--- src/rtl/frac_lut_pkg.sv ---
package frac_lut_pkg;
  localparam int HALF_K  = 5;
  localparam int HALF_W  = 1 << HALF_K;
  localparam int MASK_W  = 2 * HALF_W;
  localparam int NUM_OUT = 2;
  localparam int MODE_W  = 3;

  typedef enum logic [MODE_W-1:0] {
    MODE_LUT6    = 3'd0,
    MODE_DUAL5   = 3'd1,
    MODE_DUAL4   = 3'd2,
    MODE_SHARED6 = 3'd3,
    MODE_SPLIT7  = 3'd4
  } cell_mode_e;
endpackage

--- src/rtl/frac_lut_tree.sv ---
module frac_lut_tree #(
  parameter int K = 5
) (
  input  logic [(1<<K)-1:0] tbl_i,
  input  logic [K-1:0]      idx_i,
  output logic              bit_o
);
  localparam int N = 1 << K;

  // heap-ordered 2:1 mux tree: node 1 is the root, leaves at N..2N-1
  logic [2*N-1:1] node;

  assign node[2*N-1:N] = tbl_i;

  for (genvar dep = 0; dep < K; dep++) begin : g_lvl
    for (genvar q = 0; q < (1 << dep); q++) begin : g_mux
      localparam int I = (1 << dep) + q;
      assign node[I] = idx_i[K-1-dep] ? node[2*I+1] : node[2*I];
    end
  end

  assign bit_o = node[1];
endmodule

--- src/rtl/frac_lut_steer.sv ---
module frac_lut_steer
  import frac_lut_pkg::*;
(
  input  logic [MODE_W-1:0]               mode_i,
  input  logic [1:0]                      a_i,
  input  logic [1:0]                      b_i,
  input  logic [1:0]                      c_i,
  input  logic [1:0]                      d_i,
  output logic [NUM_OUT-1:0][HALF_K-1:0]  idx_lo_o,
  output logic [NUM_OUT-1:0][HALF_K-1:0]  idx_hi_o,
  output logic [NUM_OUT-1:0]              sel_hi_o,
  output logic [NUM_OUT-1:0]              en_o
);
  logic a1, a2, b1, b2, c1, c2, d1, d2;
  assign {a2, a1} = a_i;
  assign {b2, b1} = b_i;
  assign {c2, c1} = c_i;
  assign {d2, d1} = d_i;

  always_comb begin
    idx_lo_o = '0;
    idx_hi_o = '0;
    sel_hi_o = '0;
    en_o     = '0;
    case (cell_mode_e'(mode_i))
      MODE_LUT6: begin
        idx_lo_o[0] = {c1, b2, b1, a2, a1};
        idx_hi_o[0] = {c1, b2, b1, a2, a1};
        sel_hi_o[0] = d2;
        en_o        = 2'b01;
      end
      MODE_DUAL5: begin
        idx_lo_o[0] = {d1, c1, b1, a2, a1};
        idx_hi_o[1] = {d2, c2, b2, a2, a1};
        sel_hi_o    = 2'b10;
        en_o        = 2'b11;
      end
      MODE_DUAL4: begin
        idx_lo_o[0] = {1'b0, d1, c1, b1, a1};
        idx_hi_o[1] = {1'b0, d2, c2, b2, a2};
        sel_hi_o    = 2'b10;
        en_o        = 2'b11;
      end
      MODE_SHARED6: begin
        idx_lo_o[0] = {c1, b2, b1, a2, a1};
        idx_hi_o[0] = {c1, b2, b1, a2, a1};
        idx_lo_o[1] = {c2, b2, b1, a2, a1};
        idx_hi_o[1] = {c2, b2, b1, a2, a1};
        sel_hi_o    = {d2, d1};
        en_o        = 2'b11;
      end
      MODE_SPLIT7: begin
        idx_lo_o[0] = {d1, b2, b1, a2, a1};
        idx_hi_o[0] = {d1, c2, b2, a2, a1};
        sel_hi_o[0] = c1;
        en_o        = 2'b01;
      end
      default: ;
    endcase
  end
endmodule

--- src/rtl/frac_lut_ff.sv ---
module frac_lut_ff #(
  parameter int W = 2
) (
  input  logic         clk_i,
  input  logic         rst_ni,
  input  logic [W-1:0] d_i,
  output logic [W-1:0] q_o
);
  always_ff @(posedge clk_i or negedge rst_ni) begin
    if (!rst_ni) q_o <= '0;
    else         q_o <= d_i;
  end

  AST_CAPTURE: assert property (@(posedge clk_i) disable iff (!rst_ni)
    rst_ni |=> (q_o == $past(d_i)));

  always_ff @(posedge clk_i) begin
    if (!rst_ni) AST_RESET_CLEAR: assert (q_o == '0);
  end
endmodule

--- src/rtl/frac_lut_cell.sv ---
module frac_lut_cell
  import frac_lut_pkg::*;
(
  input  logic                clk_i,
  input  logic                rst_ni,
  input  logic [MODE_W-1:0]   mode_i,
  input  logic [MASK_W-1:0]   mask_i,
  input  logic [1:0]          a_i,
  input  logic [1:0]          b_i,
  input  logic [1:0]          c_i,
  input  logic [1:0]          d_i,
  output logic [NUM_OUT-1:0]  comb_o,
  output logic [NUM_OUT-1:0]  reg_o
);
  logic [NUM_OUT-1:0][HALF_K-1:0] idx_lo, idx_hi;
  logic [NUM_OUT-1:0]             sel_hi, en;

  frac_lut_steer u_steer (
    .mode_i   (mode_i),
    .a_i      (a_i),
    .b_i      (b_i),
    .c_i      (c_i),
    .d_i      (d_i),
    .idx_lo_o (idx_lo),
    .idx_hi_o (idx_hi),
    .sel_hi_o (sel_hi),
    .en_o     (en)
  );

  for (genvar p = 0; p < NUM_OUT; p++) begin : g_out
    logic lo_bit, hi_bit;

    frac_lut_tree #(.K(HALF_K)) u_lo (
      .tbl_i (mask_i[HALF_W-1:0]),
      .idx_i (idx_lo[p]),
      .bit_o (lo_bit)
    );

    frac_lut_tree #(.K(HALF_K)) u_hi (
      .tbl_i (mask_i[MASK_W-1:HALF_W]),
      .idx_i (idx_hi[p]),
      .bit_o (hi_bit)
    );

    assign comb_o[p] = en[p] & (sel_hi[p] ? hi_bit : lo_bit);
  end

  frac_lut_ff #(.W(NUM_OUT)) u_ff (
    .clk_i  (clk_i),
    .rst_ni (rst_ni),
    .d_i    (comb_o),
    .q_o    (reg_o)
  );

  AST_UNDEF_ZERO: assert property (@(posedge clk_i) disable iff (!rst_ni)
    (mode_i > 3'd4) |-> (comb_o == '0));

  AST_SPARE_IDLE: assert property (@(posedge clk_i) disable iff (!rst_ni)
    (mode_i == 3'd0 || mode_i == 3'd4) |-> (comb_o[1] == 1'b0));

  AST_SHARED_MATCH: assert property (@(posedge clk_i) disable iff (!rst_ni)
    (mode_i == 3'd3 && c_i[0] == c_i[1] && d_i[0] == d_i[1])
      |-> (comb_o[0] == comb_o[1]));

  AST_SPLIT7_D2_FREE: assert property (@(posedge clk_i) disable iff (!rst_ni)
    (mode_i == 3'd4 && $stable(mode_i) && $stable(mask_i) && $stable(a_i)
     && $stable(b_i) && $stable(c_i) && $stable(d_i[0]))
      |-> $stable(comb_o));

  AST_SPLIT_ISOLATE: assert property (@(posedge clk_i) disable iff (!rst_ni)
    ((mode_i == 3'd1 || mode_i == 3'd2) && $stable(mode_i)
     && $stable(mask_i[HALF_W-1:0]) && $stable(a_i) && $stable(b_i[0])
     && $stable(c_i[0]) && $stable(d_i[0]))
      |-> $stable(comb_o[0]));
endmodule

--- config.mk ---
export PLATFORM = sky130hd
export DESIGN_NAME = frac_lut_cell
export DESIGN_NICKNAME = d
export VERILOG_FILES = /design/src/rtl/frac_lut_pkg.sv /design/src/rtl/frac_lut_tree.sv /design/src/rtl/frac_lut_steer.sv /design/src/rtl/frac_lut_ff.sv /design/src/rtl/frac_lut_cell.sv
export SDC_FILE = /design/constraint.sdc
export NUM_CORES = 1
export LEC_CHECK = 0
export BUFFER_PORTS_ARGS = -buffer_cell sky130_fd_sc_hd__buf_2
export CAP_MARGIN = 0
export CORE_ASPECT_RATIO = 0.6
export CORE_UTILIZATION = 45
export CTS_BUF_LIST = sky130_fd_sc_hd__clkbuf_4 sky130_fd_sc_hd__clkbuf_8
export CTS_CLUSTER_SIZE = 30
export DETAILED_ROUTE_END_ITERATION = 8
export PLACE_DENSITY = 0.88
export SKIP_LAST_GASP = 1
export SYNTH_ARGS = -nofsm -noshare
export SYNTH_HDL_FRONTEND = slang
export SYNTH_SLANG_ARGS = --single-unit
--- constraint.sdc ---
create_clock -name clk_i -period 2.9 [get_ports clk_i]
set_clock_uncertainty 0.15 [all_clocks]
set_input_delay 0.58 -clock clk_i [delete_from_list [all_inputs] [get_ports clk_i]]
set_output_delay 0.58 -clock clk_i [all_outputs]
set_load 0.005 [all_outputs]
==> out/results.tsv <==
metric	value	unit
mappedNetlistArea	0.00200	mm^2
ys_top_cells_by_area	sky130_fd_sc_hd__mux2i_1 (9.5%), sky130_fd_sc_hd__mux2_2 (6.8%), sky130_fd_sc_hd__mux4_2 (6.8%), sky130_fd_sc_hd__a211oi_1 (4.9%), sky130_fd_sc_hd__a21oi_1 (4.3%)	
clkTransAtPathRegs	30	ps
synth_top_area_share	0.0951	
synth_top_area_cell	sky130_fd_sc_hd__mux2i_1	
total_leakage_power	1.58	nW
finish.cell_count_without_fillers	481	
overflow	0	
row_count	18	
clk_path_buf_depth	2	
failing_checks	setup timing	
power_density	215	mW/mm^2
vdd_ir_drop_max	0.000103	V
post_route_cells_drive_above_1_share	0.582	
port_buffers	80	
synth.yosys.warnings	0	
postSynthNetCount	343	
vias	3384	
finalInstanceArea	0.00347	mm^2
worst-endpoint-required	2170	ps
vias_per_cell	7.04	
clock.fmax	287	MHz
asyncSetResetFlopFracSynth	1.00	
drc	0	
post_syn_area_per_cell	7.52	um^2
dr.pass1.iters	6	
layout_top_registers	u_ff.q_o x2	
core_area	0.00419	mm^2
initialDrtViolationCount	791	
die_w	88.1	um
drt_wl_total	10500	um
clock_sinks	2	
cts_tree	done	
detailedPlacementHpwl	6430	um
cts_made_buffers	3	
grt_pass1_wl	14400	um
fillers	234	
timing.critical_path.fanout_max	6	
critical_path.startpoint_type	input port	
ys_ff_latch	2	
h_tree_levels	1	
numPlacedInstances	456	
worst_setup_path_startpoint	mode_i[2]	
final_hold_viol_count	0	
run_status	complete, but fails checks	
layout_common_cells	sky130_fd_sc_hd__buf_4 (87), sky130_fd_sc_hd__buf_2 (77), sky130_fd_sc_hd__mux2i_1 (19), sky130_fd_sc_hd__nor2_1 (15), sky130_fd_sc_hd__nand2_1 (14)	
rsz0062_at_grt	yes	
place.gp.congestion	1.03	
slew_headroom	0.449	
detail-route-antenna-nets	0	
antenna-diode-count	0	
gr-usage-all-layers	0.402	
synth_cell_type_count	65	
maxUsedRoutingLayer	met4	
dpl_cell_area	0.00295	mm^2
synth-edff-count	0	
cts.root.buffer_cell	sky130_fd_sc_hd__clkbuf_8	
tightestPinTransition	820	ps
yosys_most_used_dff	sky130_fd_sc_hd__dfrtp_1	
setup_tns	-1190	ps
max_transition_viols_final	0	
layout_worst_path_cycle_share	1.20	
wl_met1	3880	um
worstSetupEndpointType	output port	
min_path_type	input port to asynchronous set/reset pin	
arrival	2760	ps
drv_cap	0	
detailroute.wirelength.met3	1630	um
largest_register_ff_count	2	
layout.cells.most_common	sky130_fd_sc_hd__buf_4	
setup_viol	3	
grt_antenna_before_repair	0	
crit_type	input port to output port	
drt-wirelength-per-cell	21.9	um
syn-instance-count	266	
syn2layout_area_growth	73.7	%
detailroute.wirelength.met2	4250	um
first_global_vias	2950	
registers.top_by_ff_count	u_ff.q_o	
postLayoutSetupSlackWorst	-588	ps
start_util	0.477	
seq_area_frac_synth	0.0250	
fp.dieH	53.6	um
min_period	3490	ps
power.total	0.747	mW
fin_nets	500	
io_pins	81	
grt_max_degree	23	
utilization	0.829	
dieArea	0.00472	mm^2
-- stage by stage --
stage | worst slack (ps) | hold slack, ps
final | -588 | 533
after global routing | -706 | 550
after CTS | -443 | 534
after detailed placement | -557 | 216
after global placement | -483 | 215
after floorplan | -115 | 134
-- power by group --
group	leakage [nW]	switching [mW]	internal, mW
logic	1.53	0.305	0.300
registers	0.0256	0.000920	0.0324
clock network	0.0216	0.0210	0.0877
total	1.58	0.327	0.420
-- cells by family (layout without fill, tap and decap cells) --
group,Yosys count,after routing,synth area share
muxes,42,42,0.260
xor gates and xnor gates,1,1,0.00438
DFF,2,2,0.0250
AOI/OAI and AO/OA,97,97,0.352
and+or+nand+nor,88,88,0.259
buffers and inverters,36,191,0.0995
-- metal layers --
layer | up-vias | global-route usage
li1 | 1387 | -
met1 | 1520 | 0.520
met2 | 357 | 0.654
met3 | 120 | 0.0997
met4 | 0 | 0.156
met5 | - | 0
-- worst max-delay path, stage by stage --
cell and delay [ps]:
sky130_fd_sc_hd__buf_6 100, sky130_fd_sc_hd__nand4b_1 170, sky130_fd_sc_hd__buf_6 160, sky130_fd_sc_hd__mux2_4 210, sky130_fd_sc_hd__nor4_1 50, sky130_fd_sc_hd__or4_1 570, sky130_fd_sc_hd__a211oi_2 390, sky130_fd_sc_hd__nor4_4 120
sky130_fd_sc_hd__a2111oi_4 240, sky130_fd_sc_hd__buf_2 170
-- how the worst max path moves through the flow --
| stage | to | slack (ps) |
|---|---|---|
| floorplan | comb_o[1] | -120 |
| global placement | comb_o[0] | -480 |
| detailed placement | comb_o[1] | -560 |
| CTS | comb_o[0] | -440 |
| global route | comb_o[1] | -710 |
| finish | comb_o[1] | -590 |
-- final cells by class --
type	count	area [um^2]	area share
clock buffers	3	41.3	0.0119
inverters	9	33.8	0.00973
multi-input cells	228	2030	0.584
flip-flops and latches	2	50.0	0.0144
well taps	60	75.1	0.0216
repair buffers	179	1240	0.358
-- cells in the mapped netlist, drive strengths merged (5+ instances only) --
| master | instances |
|---|---|
| a211oi | 14 |
| mux2i | 20 |
| nand2 | 15 |
| nand3 | 12 |
| inv | 9 |
| nor3 | 5 |
| a21oi | 17 |
| buf | 21 |
| clkbuf | 6 |
| o21ai | 12 |
| nor2 | 15 |
| mux4 | 6 |
| nor2b | 6 |
| mux2 | 16 |
| a22oi | 8 |
| and3 | 6 |
-- what timing repair did --
item	4_1_cts	5_1_grt
cloned	0	0
resized for setup	47	19
buffers inserted	18	4
hold buffers	1	0
endpoints found under the setup margin	2	3
endpoints found under the hold margin	2	0
pin swaps	23	4
No activity file was read; power rests on OpenSTA's default activity.
